$ cat config.mk
export PLATFORM = sky130hd
export DESIGN_NAME = aai_word_seq
export DESIGN_NICKNAME = d
export VERILOG_FILES = /design/src/rtl/aai_pkg.sv /design/src/rtl/aai_frame_builder.sv /design/src/rtl/aai_poll_timer.sv /design/src/rtl/aai_word_seq.sv
export SDC_FILE = /design/constraint.sdc
export NUM_CORES = 1
export LEC_CHECK = 0
export BUFFER_PORTS_ARGS = -buffer_cell sky130_fd_sc_hd__buf_4
export CAP_MARGIN = 20
export CORE_MARGIN = 2
export CORE_UTILIZATION = 30
export CTS_CLUSTER_DIAMETER = 30
export CTS_CLUSTER_SIZE = 14
export DETAILED_ROUTE_END_ITERATION = 16
export PLACE_DENSITY = 0.49
export SLEW_MARGIN = 20
export SYNTH_ARGS = -nofsm -noshare
export SYNTH_HDL_FRONTEND = slang
export SYNTH_HIERARCHICAL = 1
export SYNTH_SLANG_ARGS = --single-unit
$ cat constraint.sdc
create_clock -name clk -period 6.6 [get_ports clk]
set_input_delay 1.32 -clock clk [delete_from_list [all_inputs] [get_ports clk]]
set_output_delay 1.32 -clock clk [all_outputs]
set_load 0.1 [all_outputs]
$ cat src/rtl/aai_pkg.sv
// Shared opcodes and state types of the auto-increment word program sequencer.
// Assumes byte-wide serial frames with the address sent high byte first.
package aai_pkg;
    localparam logic [7:0] OP_WREN = 8'h06;
    localparam logic [7:0] OP_WRDI = 8'h04;
    localparam logic [7:0] OP_BYTE = 8'h02;
    localparam logic [7:0] OP_PAIR = 8'hAD;

    typedef enum logic [2:0] {S_IDLE, S_SEND, S_POLL_REQ, S_POLL_WAIT, S_FIN} seq_state_e;
    typedef enum logic [2:0] {P_WREN, P_HEAD, P_PAIR, P_WRDI, P_TWREN, P_TAIL, P_TWRDI, P_END} phase_e;
    typedef enum logic [1:0] {F_CMD, F_BYTE, F_PAIR_A, F_PAIR} frame_e;
endpackage

$ cat src/rtl/aai_frame_builder.sv
// Frame layout decoder: for a frame kind and byte index it gives the header byte
// (opcode or address byte), whether the slot carries data, and whether it is last.
// Assumes ADDR_W is a multiple of 8.
module aai_frame_builder
    import aai_pkg::*;
#(
    parameter int ADDR_W = 24,
    parameter int IDX_W  = 3
) (
    input  frame_e            kind,
    input  logic [7:0]        opcode,
    input  logic [IDX_W-1:0]  idx,
    input  logic [ADDR_W-1:0] addr,
    output logic [7:0]        hdr_byte,
    output logic              is_data,
    output logic              is_last
);
    localparam int AB = ADDR_W / 8;

    int n_addr;
    int n_data;

    // Count address and data slots for the frame kind.
    always_comb begin
        case (kind)
            F_BYTE:   begin n_addr = AB; n_data = 1; end
            F_PAIR_A: begin n_addr = AB; n_data = 2; end
            F_PAIR:   begin n_addr = 0;  n_data = 2; end
            default:  begin n_addr = 0;  n_data = 0; end
        endcase
    end

    // Classify the slot and pick the header byte, address high byte first.
    always_comb begin
        is_last  = (int'(idx) == n_addr + n_data);
        is_data  = (int'(idx) > n_addr);
        hdr_byte = opcode;
        for (int k = 1; k <= AB; k++) begin
            if (int'(idx) == k) hdr_byte = addr[(AB-k)*8 +: 8];
        end
    end
endmodule

$ cat src/rtl/aai_poll_timer.sv
// Counts busy answers in a row during one status poll and flags the answer
// that reaches MAX_POLLS. Assumes clear is pulsed before each new poll run.
module aai_poll_timer #(
    parameter int MAX_POLLS = 1024
) (
    input  logic clk,
    input  logic rst_n,
    input  logic clear,
    input  logic hit,
    output logic expired
);
    localparam int CW = $clog2(MAX_POLLS + 1);

    logic [CW-1:0] cnt;

    // The answer that reaches the limit is the expiring one.
    assign expired = hit && (cnt == CW'(MAX_POLLS - 1));

    // Count busy answers in a row, restart on clear.
    always_ff @(posedge clk) begin
        if (!rst_n || clear) cnt <= '0;
        else if (hit && !expired) cnt <= cnt + 1'b1;
    end

    AST_POLL_CNT_RANGE: assert property (@(posedge clk) disable iff (!rst_n)
        cnt < CW'(MAX_POLLS));
endmodule

$ cat src/rtl/aai_word_seq.sv
// Auto-increment word program sequencer. Turns (start_addr, length, data stream)
// into write-enable, head byte, pair, write-disable and tail frames, with
// status polls in between. Assumes the serial master frames one byte per
// tx_valid/tx_ready handshake and ends chip select on tx_end.
module aai_word_seq
    import aai_pkg::*;
#(
    parameter int ADDR_W    = 24,
    parameter int LEN_W     = 16,
    parameter int MAX_POLLS = 1024
) (
    input  logic              clk,
    input  logic              rst_n,
    input  logic              start,
    input  logic [ADDR_W-1:0] start_addr,
    input  logic [LEN_W-1:0]  length,
    output logic              busy,
    output logic              done,
    output logic              err,
    output logic [LEN_W-1:0]  written,
    input  logic              din_valid,
    input  logic [7:0]        din_data,
    output logic              din_ready,
    output logic              tx_valid,
    output logic [7:0]        tx_data,
    output logic              tx_end,
    input  logic              tx_ready,
    output logic              poll_req,
    input  logic              poll_ack,
    input  logic              poll_busy
);
    localparam int IDX_W = $clog2(ADDR_W / 8 + 4);

    seq_state_e        state;
    phase_e            phase, after_poll, nxt_phase;
    frame_e            kind;
    logic [7:0]        opcode, hdr_byte;
    logic [IDX_W-1:0]  idx;
    logic [ADDR_W-1:0] addr;
    logic [LEN_W-1:0]  rem, rem_n, len_q;
    logic              first_pair, is_data, is_last, fire, data_fire, frame_end;
    logic              need_poll, poll_hit, poll_expired;

    // Pick the frame kind and opcode for the current phase.
    always_comb begin
        case (phase)
            P_WREN, P_TWREN: begin kind = F_CMD;  opcode = OP_WREN; end
            P_HEAD, P_TAIL:  begin kind = F_BYTE; opcode = OP_BYTE; end
            P_PAIR:          begin kind = first_pair ? F_PAIR_A : F_PAIR; opcode = OP_PAIR; end
            default:         begin kind = F_CMD;  opcode = OP_WRDI; end
        endcase
    end

    aai_frame_builder #(.ADDR_W(ADDR_W), .IDX_W(IDX_W)) i_frame (
        .kind(kind), .opcode(opcode), .idx(idx), .addr(addr),
        .hdr_byte(hdr_byte), .is_data(is_data), .is_last(is_last)
    );

    // Byte handshake toward the serial master, data passed through in data slots.
    always_comb begin
        tx_valid  = 1'b0;
        tx_data   = 8'h00;
        tx_end    = 1'b0;
        din_ready = 1'b0;
        if (state == S_SEND) begin
            tx_valid  = is_data ? din_valid : 1'b1;
            tx_data   = is_data ? din_data : hdr_byte;
            tx_end    = is_last;
            din_ready = is_data && tx_ready;
        end
    end

    assign fire      = tx_valid && tx_ready;
    assign data_fire = fire && is_data;
    assign frame_end = fire && is_last;
    assign rem_n     = rem - (data_fire ? LEN_W'(1) : LEN_W'(0));

    // Decide what follows the frame that ends now, and whether a poll comes first.
    always_comb begin
        need_poll = 1'b0;
        nxt_phase = P_END;
        case (phase)
            P_WREN:         nxt_phase = addr[0] ? P_HEAD : ((rem >= LEN_W'(2)) ? P_PAIR : P_WRDI);
            P_HEAD, P_PAIR: begin
                need_poll = 1'b1;
                nxt_phase = (rem_n >= LEN_W'(2)) ? P_PAIR : P_WRDI;
            end
            P_WRDI: begin
                need_poll = 1'b1;
                nxt_phase = (rem == LEN_W'(1)) ? P_TWREN : P_END;
            end
            P_TWREN:        nxt_phase = P_TAIL;
            P_TAIL: begin
                need_poll = 1'b1;
                nxt_phase = P_TWRDI;
            end
            default:        nxt_phase = P_END;
        endcase
    end

    assign poll_hit = (state == S_POLL_WAIT) && poll_ack && poll_busy;

    aai_poll_timer #(.MAX_POLLS(MAX_POLLS)) i_timer (
        .clk(clk), .rst_n(rst_n),
        .clear(state == S_SEND && frame_end && need_poll),
        .hit(poll_hit), .expired(poll_expired)
    );

    assign busy     = (state != S_IDLE);
    assign done     = (state == S_FIN);
    assign poll_req = (state == S_POLL_REQ);

    // Main sequencing: job start, frame progress, poll handling, completion.
    always_ff @(posedge clk) begin
        if (!rst_n) begin
            state      <= S_IDLE;
            phase      <= P_WREN;
            after_poll <= P_END;
            idx        <= '0;
            addr       <= '0;
            rem        <= '0;
            len_q      <= '0;
            written    <= '0;
            err        <= 1'b0;
            first_pair <= 1'b1;
        end else begin
            case (state)
                S_IDLE: if (start) begin
                    addr       <= start_addr;
                    rem        <= length;
                    len_q      <= length;
                    written    <= '0;
                    err        <= 1'b0;
                    idx        <= '0;
                    first_pair <= 1'b1;
                    phase      <= P_WREN;
                    state      <= (length == '0) ? S_FIN : S_SEND;
                end
                S_SEND: if (fire) begin
                    idx <= is_last ? '0 : idx + 1'b1;
                    if (data_fire) begin
                        addr    <= addr + ADDR_W'(1);
                        rem     <= rem_n;
                        written <= written + LEN_W'(1);
                    end
                    if (is_last) begin
                        if (phase == P_PAIR) first_pair <= 1'b0;
                        if (need_poll) begin
                            after_poll <= nxt_phase;
                            state      <= S_POLL_REQ;
                        end else if (nxt_phase == P_END) begin
                            state <= S_FIN;
                        end else begin
                            phase <= nxt_phase;
                        end
                    end
                end
                S_POLL_REQ: state <= S_POLL_WAIT;
                S_POLL_WAIT: if (poll_ack) begin
                    if (!poll_busy) begin
                        if (after_poll == P_END) state <= S_FIN;
                        else begin
                            phase <= after_poll;
                            state <= S_SEND;
                        end
                    end else if (poll_expired) begin
                        err   <= 1'b1;
                        state <= S_FIN;
                    end else begin
                        state <= S_POLL_REQ;
                    end
                end
                default: state <= S_IDLE;
            endcase
        end
    end

    AST_NO_OVERLAP: assert property (@(posedge clk) disable iff (!rst_n)
        !(tx_valid && poll_req));
    AST_DONE_PULSE: assert property (@(posedge clk) disable iff (!rst_n)
        done |=> !done);
    AST_BYTE_BALANCE: assert property (@(posedge clk) disable iff (!rst_n)
        (state == S_SEND) |-> (written + rem == len_q));
    AST_ABORT_REPORT: assert property (@(posedge clk) disable iff (!rst_n)
        (poll_hit && poll_expired) |=> (done && err));
    AST_ADDR_STEP: assert property (@(posedge clk) disable iff (!rst_n)
        data_fire |=> (addr == $past(addr) + ADDR_W'(1)));
endmodule

==> impl_summary.txt <==
----------------------------------------------------
[Route]
  Drt wl/cell ... between 15 and 20 µm
  Vias/cell ... around 5.4
  Vias post-DR ... between 5,000 and 6,000
  First-pass iteration count of the detailed router ... 5
  Drt initial violations ... ~340
  Count of unresolved DRC violations after routing ... 0
  Detail Route Antenna Nets ... 0
  Wire length reported by the detailed router ... 16,300 µm

[Critical path]
  Arrival time of data at the critical path endpoint ... 5470 ps
  Worst-path maximum fanout ... 11
  Number of cells traversed by the worst register-to-register path ... 21
  Type of element capturing the critical path ... register
  Kind of critical path ... register to register
  Setup slack of the most critical reg-to-reg path ... around 1400 ps
  Required time at the endpoint of the critical path ... around 6800 ps
  Worst setup SP type ... register

[Logic synthesis]
  Dominant synthesized flop cell ... sky130_fd_sc_hd__dfxtp_1
  Cell Area, Synth ... between 0.005 and 0.006 mm²
  Fraction of post-synthesis cell area in the top cell type by area ... ~30%
  Sequential-to-total area share from yosys stat ... between 20 and 30%
  Most used standard cell by instance count after synthesis ... sky130_fd_sc_hd__nor2_1
  Yosys warnings ... 6
  Commonest cells in the synthesized netlist ... sky130_fd_sc_hd__nor2_1 (96), sky130_fd_sc_hd__dfxtp_1 (81), sky130_fd_sc_hd__a21oi_1 (72)
  Register bit count reported by yosys ... 81
  Number of distinct library cell variants in the gate-level netlist after synthesis ... 73
  Average size of a mapped cell ... ~7.6 µm²
  Number of standard cells after synthesis ... 720
  Synth async-reset ratio ... 0%
  Post-synth top area cell ... sky130_fd_sc_hd__dfxtp_1
  Top cells by area in the synthesized netlist ... sky130_fd_sc_hd__dfxtp_1 (30%), sky130_fd_sc_hd__a21oi_1 (6.6%), sky130_fd_sc_hd__nor2_1 (6.6%)
  Number of flops mapped to enable cells by yosys ... 0

[Place]
  Post-placement worst setup slack ... 1350 ps
  Port Buf Inserts ... 85
  Final GP Congestion ... between 0.8 and 0.9
  Detailed placement HPWL ... roughly 11,000 µm

[Clock network]
  Hold buffers post-CTS ... 0
  TritonCTS Buffers ... 9
  CTS root buf ... sky130_fd_sc_hd__clkbuf_16
  Sink Count ... 81
  Post-CTS setup buffers ... 0
  Clock H-tree levels ... 3
  Post-CTS resize count ... 0
  Longest Clk Path Bufs ... 2
  Clock latency of the later-clocked register in the worst-skew pair ... approximately 350 ps
  Clock tree from TritonCTS ... yes
  Clock transition at the register clock pins on the worst setup and hold paths after CTS ... 60 ps

[Floorplanning]
  Initial core utilization ... 30.5%
  Die height ... 139 µm
  Top-level port count ... 86
  Number of rows created at floorplan ... 49
  Die X-Extent ... ~140 µm
  Die area ... roughly 0.019 mm²
  Core area ... approximately 0.018 mm²

[Finish]
  Area added between synthesis and finish ... 18.6%
  Number of inserted diodes ... 0
  Share of final-layout standard cells stronger than drive strength 1 ... 19.1%
  Fillcell total ... 1,869
  Final net count ... about 840

[STA]
  Worst setup skew after layout ... around 5.4 ps
  Final hold violation count ... 0
  Final-layout worst hold slack ... 446 ps
  Min setup slack post-route ... approximately 1400 ps
  Max transition margin ... approximately 35%
  Final-report max-slew violation count ... 0
  Total Neg Setup Slack ... 0 ps
  Post-route fraction of the period consumed by the critical path ... 79.5%
  Fmax ... between 150 and 200 MHz
  Slew @ Worst Pin ... a little under 1000 ps
  Number of endpoints failing setup at the final stage ... 0
  Setup repair after global routing missed its margin ... no
  Shortest period the worst path allows ... roughly 5200 ps

[Global routing]
  First-pass GRT wire length ... between 20,000 and 30,000 µm
  Congestion Overflow GR ... 0
  Pin count of the biggest net entering global routing ... a little under 80
  Number of global-route vias before repair ... roughly 5,300
  Aggregate global-route resource usage ... 16.9%
  Initial antenna violation count ... 0

[Power]
  Total chip power ... 2340 µW
  Static leakage ... 0.00249 µW
  Power density of the placed cells ... ~360 mW/mm²
  Largest voltage drop on the vdd net ... approximately 0.15 mV

[Outcome]
  Status ... finished, final reports clean

[Min path]
  Cells on Worst Hold Path ... 2
  Worst min-delay path category ... register to register

[Flow run]
  Number of max-cap violations ... 0

----------------------------------------------------
[through the flow]
stage | util [%] | cell area (µm²) | std cells
6_report | 36.1 | 6450 | 1008
5_1_grt | 36.1 | 6450 | 1008
4_1_cts | 36.1 | 6450 | 1008
3_5_place_dp | 34.5 | 6160 | 992
3_3_place_gp | 34.5 | 6160 | 992
2_1_floorplan | - | 5450 | 723
[sequential cells by signal, summed over array words and instances, names as in the netlist]
signal,cells
state,3
addr,24
i_timer/cnt,11
first_pair,1
rem,16
after_poll,3
phase,3
idx,3
written,16
err,1
[worst paths after layout]
path                                start                      endpoint
min reg2reg  i_timer/cnt[10]$_SDFFE_PP0P_  i_timer/cnt[10]$_SDFFE_PP0P_
max                 phase[1]$_SDFFE_PN0P_         phase[0]$_SDFFE_PN0P_
min          i_timer/cnt[10]$_SDFFE_PP0P_  i_timer/cnt[10]$_SDFFE_PP0P_
max reg2reg         phase[1]$_SDFFE_PN0P_         phase[0]$_SDFFE_PN0P_
[critical path, cell delays in order, from the launching register on]
cell                        delay, ps
sky130_fd_sc_hd__dfxtp_1          490
sky130_fd_sc_hd__nor2b_1          310
sky130_fd_sc_hd__nand2b_1         170
sky130_fd_sc_hd__o21ai_0          270
sky130_fd_sc_hd__inv_1             80
sky130_fd_sc_hd__ha_1             340
sky130_fd_sc_hd__ha_1             300
sky130_fd_sc_hd__nor2b_1          120
sky130_fd_sc_hd__o21ai_0           80
sky130_fd_sc_hd__nand2b_1         440
sky130_fd_sc_hd__nand2_1          230
sky130_fd_sc_hd__nor2_2           160
sky130_fd_sc_hd__nand2_1          110
sky130_fd_sc_hd__inv_2            120
sky130_fd_sc_hd__ha_1             320
sky130_fd_sc_hd__nor4b_1          560
sky130_fd_sc_hd__nand4_1          190
sky130_fd_sc_hd__xor2_1           190
sky130_fd_sc_hd__o2111a_1         140
sky130_fd_sc_hd__a31oi_1          220
sky130_fd_sc_hd__a2bb2oi_1        190
sky130_fd_sc_hd__a21oi_1           80
[cells in the final DEF (no fill, tap or decap), drive strengths merged, types with 9 or more instances in the layout]
master | netlist | final
mux2i | 13 | 13
mux2 | 9 | 9
and3 | 12 | 12
xor2 | 17 | 17
nand2b | 9 | 9
nand3 | 24 | 24
nor3 | 22 | 22
inv | 19 | 19
o21ai | 51 | 51
a2bb2oi | 9 | 9
nand4 | 18 | 18
clkbuf | 26 | 11
buf | 23 | 89
a22oi | 14 | 14
ha | 10 | 10
nand2 | 71 | 71
dfxtp | 81 | 81
nor4 | 14 | 14
a21oi | 72 | 72
nor2 | 99 | 99
[metal layers]
layer | GRT usage [%] | up-vias | part of all wire (%)
met3 | 3.11 | 22 | 4.6
met5 | 0 | - | 0
li1 | - | 2716 | -
met4 | 6.17 | 0 | 1.8
met2 | 26.4 | 151 | 45
met1 | 23.3 | 2571 | 49
[cells by family after synthesis]
group | after synthesis | share of synthesized area (%)
buf+inv | 68 | 5.85
mux | 22 | 4.81
fa+ha+maj | 10 | 2.30
flops | 81 | 29.8
other cells | 1 | 0.0690
xor+xnor | 22 | 3.54
compound gates | 203 | 24.4
simple gates | 313 | 29.2
[cell type report]
cell class / instances / area [µm²] / share of cell area [%]
well taps: 229 / 287 / 4.44
flip-flops and latches: 81 / 1620 / 25.2
multi-input cells: 574 / 3520 / 54.5
repair buffers: 89 / 668 / 10.4
inverters: 19 / 71.3 / 1.11
clock buffers: 11 / 253 / 3.92
clock inverters: 5 / 30.0 / 0.466
[power by group]
part | total [µW] | internal (µW) | switching [µW]
registers | 696 | 567 | 130
clock network | 493 | 274 | 220
logic | 1150 | 378 | 776
No activity file was read; power rests on OpenSTA's default activity.
